[config.mk]
export PLATFORM = sky130hd
export DESIGN_NAME = f8w_widen
export DESIGN_NICKNAME = d
export VERILOG_FILES = /design/src/rtl/f8w_pkg.sv /design/src/rtl/f8w_unpack.sv /design/src/rtl/f8w_norm.sv /design/src/rtl/f8w_pack.sv /design/src/rtl/f8w_widen.sv
export SDC_FILE = /design/constraint.sdc
export NUM_CORES = 1
export LEC_CHECK = 0
export BUFFER_PORTS_ARGS = -buffer_cell sky130_fd_sc_hd__buf_4
export CORE_MARGIN = 1
export CORE_UTILIZATION = 59
export CTS_BUF_LIST = sky130_fd_sc_hd__clkbuf_4 sky130_fd_sc_hd__clkbuf_8
export CTS_CLUSTER_DIAMETER = 30
export DETAILED_ROUTE_END_ITERATION = 10
export GPL_TIMING_DRIVEN = 0
export PLACE_DENSITY = 0.9
export SLEW_MARGIN = 10
export SYNTH_ARGS = -nofsm -noshare
export SYNTH_HDL_FRONTEND = slang
export SYNTH_SLANG_ARGS = --single-unit
[constraint.sdc]
create_clock -name clk -period 1.45 [get_ports clk]
set_clock_uncertainty 0.2 [all_clocks]
set_input_delay 0.145 -clock clk [delete_from_list [all_inputs] [get_ports clk]]
set_output_delay 0.145 -clock clk [all_outputs]
set_load 0.01 [all_outputs]
[src/rtl/f8w_pkg.sv]
package f8w_pkg;
  localparam int CODE_W    = 8;
  localparam int EW_W      = 3;
  localparam int FW_W      = $clog2(CODE_W + 1);
  localparam int LEAD_W    = $clog2(CODE_W);
  localparam int BIAS_W    = 8;
  localparam int FP_EXP_W  = 8;
  localparam int FP_FRAC_W = 23;
  localparam int FP_BIAS   = 127;
  localparam int FP_EMAX   = 254;
  localparam int BX_W      = 11;
  localparam int EXP_MIN   = 2;
  localparam int EXP_MAX   = 7;

  // True when the exponent width is outside the supported range.
  function automatic logic width_illegal(input logic [EW_W-1:0] ew);
    return (int'(ew) < EXP_MIN) || (int'(ew) > EXP_MAX);
  endfunction

  // Number of fraction bits left after sign and exponent.
  function automatic logic [FW_W-1:0] frac_width(input logic [EW_W-1:0] ew,
                                                 input logic sign_en);
    return FW_W'(CODE_W - int'(ew) - int'(sign_en));
  endfunction

  // Unbiased exponent shift for a subnormal with leading one at 'lead'.
  function automatic logic signed [BX_W-1:0] sub_exp(input logic [LEAD_W-1:0] lead,
                                                     input logic [FW_W-1:0] fw);
    return BX_W'(int'(lead) - int'(fw) + 1);
  endfunction

  // FP32 biased exponent from the pre-bias exponent and the programmed bias.
  function automatic logic signed [BX_W-1:0] rebias(input logic signed [BX_W-1:0] pre,
                                                    input logic [BIAS_W-1:0] bias);
    logic signed [BX_W-1:0] bias_x;
    bias_x = $signed({{(BX_W-BIAS_W){bias[BIAS_W-1]}}, bias});
    return pre - bias_x + BX_W'(FP_BIAS);
  endfunction
endpackage

[src/rtl/f8w_unpack.sv]
module f8w_unpack
  import f8w_pkg::*;
(
  input  logic [CODE_W-1:0] code,
  input  logic [EW_W-1:0]   exp_w,
  input  logic              sign_en,
  output logic              sign,
  output logic [CODE_W-1:0] exp_field,
  output logic [CODE_W-1:0] frac_field,
  output logic [FW_W-1:0]   frac_w,
  output logic              cfg_bad
);
  logic [CODE_W-1:0] emask;
  logic [CODE_W-1:0] fmask;
  logic [FW_W-1:0]   fw_raw;

  assign cfg_bad = width_illegal(exp_w);
  assign fw_raw  = frac_width(exp_w, sign_en);
  assign frac_w  = cfg_bad ? '0 : fw_raw;

  // One mask bit per code position; the widths pick which bits belong.
  for (genvar i = 0; i < CODE_W; i++) begin : g_mask
    assign emask[i] = !cfg_bad && (EW_W'(i) < exp_w) && (i <= EXP_MAX);
    assign fmask[i] = !cfg_bad && (FW_W'(i) < fw_raw);
  end

  always_comb begin
    exp_field  = (code >> frac_w) & emask;
    frac_field = code & fmask;
    sign       = !cfg_bad && sign_en && code[CODE_W-1];
  end
endmodule

[src/rtl/f8w_norm.sv]
module f8w_norm
  import f8w_pkg::*;
(
  input  logic [CODE_W-1:0]      exp_field,
  input  logic [CODE_W-1:0]      frac_field,
  input  logic [FW_W-1:0]        frac_w,
  output logic                   is_zero,
  output logic                   is_sub,
  output logic signed [BX_W-1:0] pre_exp,
  output logic [FP_FRAC_W-1:0]   frac_out
);
  logic [LEAD_W-1:0]    lead;
  logic [FP_FRAC_W-1:0] frac_ext;
  logic                 exp_nz;
  logic                 frac_nz;

  assign exp_nz   = |exp_field;
  assign frac_nz  = |frac_field;
  assign is_zero  = !exp_nz && !frac_nz;
  assign is_sub   = !exp_nz && frac_nz;
  assign frac_ext = FP_FRAC_W'(frac_field);

  // Leading-one search; the highest set bit wins.
  always_comb begin
    lead = '0;
    for (int i = 0; i < CODE_W; i++) begin
      if (frac_field[i]) lead = LEAD_W'(i);
    end
  end

  always_comb begin
    if (is_sub) begin
      // The leading one becomes the hidden bit and drops off the top.
      frac_out = frac_ext << (FP_FRAC_W - int'(lead));
      pre_exp  = sub_exp(lead, frac_w);
    end else begin
      frac_out = frac_ext << (FP_FRAC_W - int'(frac_w));
      pre_exp  = BX_W'(exp_field);
    end
  end
endmodule

[src/rtl/f8w_pack.sv]
module f8w_pack
  import f8w_pkg::*;
(
  input  logic                   sign,
  input  logic                   is_zero,
  input  logic                   cfg_bad,
  input  logic signed [BX_W-1:0] pre_exp,
  input  logic [BIAS_W-1:0]      bias,
  input  logic [FP_FRAC_W-1:0]   frac_in,
  output logic                   sat_evt,
  output logic                   uflow_evt,
  output logic [31:0]            word
);
  logic signed [BX_W-1:0] biased;

  assign biased    = rebias(pre_exp, bias);
  assign sat_evt   = !cfg_bad && !is_zero && (biased > BX_W'(FP_EMAX));
  assign uflow_evt = !cfg_bad && !is_zero && (biased < BX_W'(1));

  always_comb begin
    if (cfg_bad)
      word = '0;
    else if (is_zero || uflow_evt)
      word = {sign, 31'd0};
    else if (sat_evt)
      word = {sign, FP_EXP_W'(FP_EMAX), {FP_FRAC_W{1'b1}}};
    else
      word = {sign, biased[FP_EXP_W-1:0], frac_in};
  end
endmodule

[src/rtl/f8w_widen.sv]
module f8w_widen
  import f8w_pkg::*;
(
  input  logic              clk,
  input  logic              rst_n,
  input  logic              in_vld,
  input  logic [CODE_W-1:0] in_code,
  input  logic [EW_W-1:0]   cfg_exp_w,
  input  logic [BIAS_W-1:0] cfg_bias,
  input  logic              cfg_sign_en,
  output logic              out_vld,
  output logic [31:0]       out_word,
  output logic              out_err
);
  logic                   u_sign;
  logic [CODE_W-1:0]      u_exp;
  logic [CODE_W-1:0]      u_frac;
  logic [FW_W-1:0]        u_fw;
  logic                   cfg_bad;
  logic                   n_zero;
  logic                   n_sub;
  logic signed [BX_W-1:0] n_pre;
  logic [FP_FRAC_W-1:0]   n_frac;
  logic                   sat_evt;
  logic                   uflow_evt;
  logic [31:0]            next_word;

  f8w_unpack u_unpack (
    .code(in_code), .exp_w(cfg_exp_w), .sign_en(cfg_sign_en),
    .sign(u_sign), .exp_field(u_exp), .frac_field(u_frac),
    .frac_w(u_fw), .cfg_bad(cfg_bad)
  );

  f8w_norm u_norm (
    .exp_field(u_exp), .frac_field(u_frac), .frac_w(u_fw),
    .is_zero(n_zero), .is_sub(n_sub), .pre_exp(n_pre), .frac_out(n_frac)
  );

  f8w_pack u_pack (
    .sign(u_sign), .is_zero(n_zero), .cfg_bad(cfg_bad), .pre_exp(n_pre),
    .bias(cfg_bias), .frac_in(n_frac), .sat_evt(sat_evt),
    .uflow_evt(uflow_evt), .word(next_word)
  );

  always_ff @(posedge clk or negedge rst_n) begin
    if (!rst_n) begin
      out_vld  <= 1'b0;
      out_word <= '0;
      out_err  <= 1'b0;
    end else begin
      out_vld <= in_vld;
      if (in_vld) begin
        out_word <= next_word;
        out_err  <= cfg_bad;
      end
    end
  end


  vld_delay_chk: assert property (@(posedge clk) disable iff (!rst_n)
    out_vld == $past(in_vld && rst_n));


  hold_chk: assert property (@(posedge clk) disable iff (!rst_n)
    !in_vld |=> ($stable(out_word) && $stable(out_err)));


  err_zero_chk: assert property (@(posedge clk) disable iff (!rst_n)
    out_err |-> (out_word == 32'd0));


  no_inf_chk: assert property (@(posedge clk) disable iff (!rst_n)
    out_vld |-> (out_word[30:23] != 8'hFF));


  unsigned_chk: assert property (@(posedge clk) disable iff (!rst_n)
    (in_vld && !cfg_sign_en) |=> !out_word[31]);


  sat_chk: assert property (@(posedge clk) disable iff (!rst_n)
    (in_vld && sat_evt) |=> (out_word[30:0] == 31'h7F7FFFFF));


  uflow_chk: assert property (@(posedge clk) disable iff (!rst_n)
    (in_vld && uflow_evt) |=> (out_word[30:0] == 31'd0));


  sub_norm_chk: assert property (@(posedge clk) disable iff (!rst_n)
    (in_vld && n_sub && !uflow_evt && !sat_evt) |=> (out_word[30:23] != 8'h00));
endmodule

==> results.ini, run 1 <==
[die]
die_h_um=76.9
ioPinCount=57
die_x_um=76.9
rows=26
initial_core_util_pct=63.1

[global_route]
grt_max_degree=35
gr-usage-all-layers_pct=65.6
gr-total-overflow=13

[synthesis]
synth_nets=435
yosysTopAreaCellShare_pct=25.7
synth_largest_area_cell=dfrtp_1
synth-edff-count=0
synthArstFlopShare_pct=100
synth_area_leaders=dfrtp_1 26%, ha_1 11%, inv_1 4.9%
synth.distinct_cells=71
ys_warn_count=0
yosysSeqAreaShare_pct=25.7
synth_cells=382
synth_seq_cells=34
synth_area_um2=3310
synth-main-ff-cell=dfrtp_1
synth_area_per_cell_um2=8.66

[placed_design]
dp_hpwl_um=6750
io_buffers=55
place_congestion=0.942

[run_status]
firstError=[ERROR GRT-0232] Routing congestion too high. Check the congestion heatmap in the GUI.
status=did not finish
failing_step=global routing

[sta]
worst_path_end_type=register data pin
worstEndpointGrtRepair=out_word[21]$_DFFE_PN0P_/D

[clock_network]
clk_root_buffer_cell=clkbuf_8
ctsHtreeMaxLevel=2
cts_buffer_depth=2
clkSinkCount=34
cts_buffers=5

[per-stage QoR]
stage | setup slack [ps] | utilization [%] | hold WS (ps) | cells | area, um^2
CTS | -4570 | 88.4 | 126 | 564 | 4630
floorplan | -4560 | - | -351 | 382 | 3510
global placement | -5310 | 76.6 | -94.2 | 507 | 4010
detailed placement | -5490 | 76.6 | -88.7 | 507 | 4010
[logic make-up after synthesis]
group                      Yosys count  synth area share, %
AOI/OAI and AO/OA                  128                 27.3
xor gates and xnor gates            11                 2.91
adders and majority gates           30                 11.8
buffers and inverters               60                 8.70
DFF                                 34                 25.7
muxes                               19                 6.89
and+or+nand+nor                    100                 16.7
[synth_stat cells, drive strengths merged, types with 4 or more instances]
master / number
a21oi: 27
o32ai: 4
o2bb2ai: 8
o21ai: 31
and2: 4
o22ai: 5
nor2: 24
mux2i: 12
ha: 28
mux2: 7
o21a: 5
nand2: 25
o211ai: 6
o31ai: 5
clkbuf: 4
nor2b: 8
nand3: 9
nand2b: 5
dfrtp: 34
buf: 11
a221oi: 4
a21o: 4
nor3: 9
xnor2: 9
inv: 43
[per-layer routing]
layer	overflow	global-route usage [%]
met1	0	66.9
met2	5	90.1
met3	0	39.3
met4	8	64.6
met5	0	5.45
[what timing repair did]
| item | in CTS |
|---|---|
| pin swaps | 17 |
| gates resized for setup | 20 |
| endpoints found under the setup margin | 31 |
| hold buffers | 4 |
| gates cloned | 1 |
| setup buffers | 45 |
| endpoints found under the hold margin | 36 |
==> run 2, diff against run 1 <==
--- a/config.mk
+++ b/config.mk
@@ -7,12 +7,10 @@
 export LEC_CHECK = 0
 export BUFFER_PORTS_ARGS = -buffer_cell sky130_fd_sc_hd__buf_4
 export CORE_MARGIN = 1
-export CORE_UTILIZATION = 59
-export CTS_BUF_LIST = sky130_fd_sc_hd__clkbuf_4 sky130_fd_sc_hd__clkbuf_8
-export CTS_CLUSTER_DIAMETER = 30
+export CORE_UTILIZATION = 40
 export DETAILED_ROUTE_END_ITERATION = 10
 export GPL_TIMING_DRIVEN = 0
-export PLACE_DENSITY = 0.9
+export PLACE_DENSITY_LB_ADDON = 0.15
 export SLEW_MARGIN = 10
 export SYNTH_ARGS = -nofsm -noshare
 export SYNTH_HDL_FRONTEND = slang
==> run 2 against run 1 <==
The flow now finishes, with violations (setup timing). Synthesized area is the same. Synthesized cell count is the same.
==> results.ini, run 2 <==
[run_status]
violations=setup timing
status=finished, violations left

[synthesis]
synth_area_leaders=dfrtp_1 26%, ha_1 11%, inv_1 4.9%
synth-main-ff-cell=dfrtp_1
synth_largest_area_cell=dfrtp_1
synth-edff-count=0
synth_nets=435
yosysSeqAreaShare_pct=25.7
synth.distinct_cells=71
yosysTopAreaCellShare_pct=25.7
synth_seq_cells=34
yosysMostFrequentCell=inv_1
synthArstFlopShare_pct=100
synth.cells.most_frequent=43 x inv_1, 34 x dfrtp_1, 28 x ha_1, 28 x o21ai_0, 25 x a21oi_1
synth_area_um2=3310
synth_cells=382
synth_area_per_cell_um2=8.66
ys_warn_count=0

[final_layout]
fin_nets=552
final_common_cell=buf_4
antenna_cells=0
reg_top3=out_word: 32 flops, out_err: 1 flops, out_vld: 1 flops
drive_gt1_share_pct=42.0
final_cell_count_no_fill=602
final_cell_mix=100 x buf_4, 37 x inv_1, 34 x dfrtp_1
syn_to_final_growth_pct=46.8
largest_register_ffs=32
finalInstanceArea_um2=4850
largest-register=out_word

[critical_path]
cp_common_cell=buf_4
slowest_stage=a2111oi_4
worstSetupStartpointType=input port
max_stage_delay_ps=380
cp.required_ps=1420
end_kind=register
cp_max_fo=4
critical_path_class=input port to register
arrival_ps=6060
r2r_cells=2

[sta]
hold_viol=0
rsz0062_at_grt=true
max_clock_freq_mhz=164
setup_slack_ps=-4640
finalMaxSlewViolations=0
slew-limit-headroom_pct=28.1
fin_crit_sh_pct=420
tightest_slew_ps=1050
period_minus_slack_ps=6090
setup-violations-final=31

[global_route]
gr-total-overflow=0
grt_pass1_wl_um=16000
grt_pass1_vias=3368
grt_max_degree=35
antenna_found_initial=0
gr-usage-all-layers_pct=23.4

[power_and_ir_drop]
power.leakage_uw=0.00224
cellPowerDensity_nw_per_um2=1400
peakVddDrop_uv=1010
finalPower_uw=6770

[die]
die_x_um=92.9
initial_core_util_pct=42.1
core-area_um2=7850
rows=32
dieArea_um2=8640
die_h_um=92.9
ioPinCount=57

[routing]
vias_per_cell=5.56
drt_iter0_markers=217
drt-wirelength-per-cell_um=16.3
ant_nets=0
first_pass_iters=4
wl_um=9840
dr_total_vias=3348
drc_errors=0

[placed_design]
placedCellCount=539
dp_hpwl_um=6760
place_ws_ps=-5410
place_congestion=0.904
io_buffers=55
placed_area_um2=4050

[min_path]
hold_path_depth=4
hold_path.class=input port to register

[clock_network]
cts_buffers=5
clock_latency_ps=290
cts_buffer_depth=2
ctsHtreeMaxLevel=2
clk_root_buffer_cell=clkbuf_8
cts_tree=yes
clk_pin_slew_worst_paths_ps=80
clkSinkCount=34

[job]
cap_violations=0

==> run 2: worst max-delay path: cells and delay by family <==
family                     cells  cell delay, ps
AOI/OAI and AO/OA              4             840
adders and majority gates      3             450
buffers and inverters         32            3770
muxes                          3             720
and+or+nand+nor                1             120
==> run 2: where the power goes <==
part	leakage [uW]	switching, uW	internal, uW
Sequential	0.000446	227	1300
Clock	0.0000683	374	689
Combinational	0.00173	2140	2040
Total	0.00224	2740	4040
==> run 2: worst paths after layout <==
check	from	endpoint	slack, ps
worst max register to register	out_word[20]$_DFFE_PN0P_	out_word[20]$_DFFE_PN0P_	300
min in group asynchronous	rst_n	out_word[4]$_DFFE_PN0P_	120
worst min-delay path	in_vld	out_word[19]$_DFFE_PN0P_	110
max in group asynchronous	rst_n	out_word[23]$_DFFE_PN0P_	620
worst max-delay path	cfg_sign_en	out_word[19]$_DFFE_PN0P_	-4640
worst min register to register	out_word[18]$_DFFE_PN0P_	out_word[18]$_DFFE_PN0P_	290
==> run 2: repair_timing <==
item                       CTS  global route
setup endpoints to repair   31            31
cloned                       1             0
hold buffers                 4             0
hold endpoints to repair    36             0
resized for setup           28            21
pin swaps                   22            15
setup buffers               44             7
==> run 2: logic make-up (layout without fill, tap and decap cells) <==
kind of cell    count (synthesis)  in the layout  share of synthesized area [%]
flops                          34             34                           25.7
buf+inv                        60            178                           8.70
compound gates                128            128                           27.3
simple gates                  100            100                           16.7
mux                            19             19                           6.89
fa+ha+maj                      30             30                           11.8
xor+xnor                       11             11                           2.91
==> run 2: per-layer routing <==
metal / vias up / GRT usage (%) / share of wire (%)
met3: 27 / 4.11 / 5.5
met1: 1576 / 30.8 / 44
met4: 0 / 8.46 / 3.1
li1: 1637 / - / -
met5: - / 0 / 0
met2: 108 / 38.4 / 47
==> run 2: per-stage QoR <==
step	hold WS, ps	utilization [%]	setup TNS, ps
detailed placement	-86.4	51.6	-163710
floorplan	-351	-	-138260
finish	112	61.8	-140300
CTS	126	59.9	-140000
global placement	-86.5	51.6	-162030
global route	159	61.8	-147100
==> run 2: final cells by class <==
cell class	count	area (um^2)
well taps	102	128
inverters	45	199
repair buffers	110	887
plain buffers	15	119
clock inverters	3	68.8
flip-flops and latches	34	851
fillers	686	2990
clock buffers	5	68.8
multi-input cells	288	2530
No activity file was read; power rests on OpenSTA's default activity.
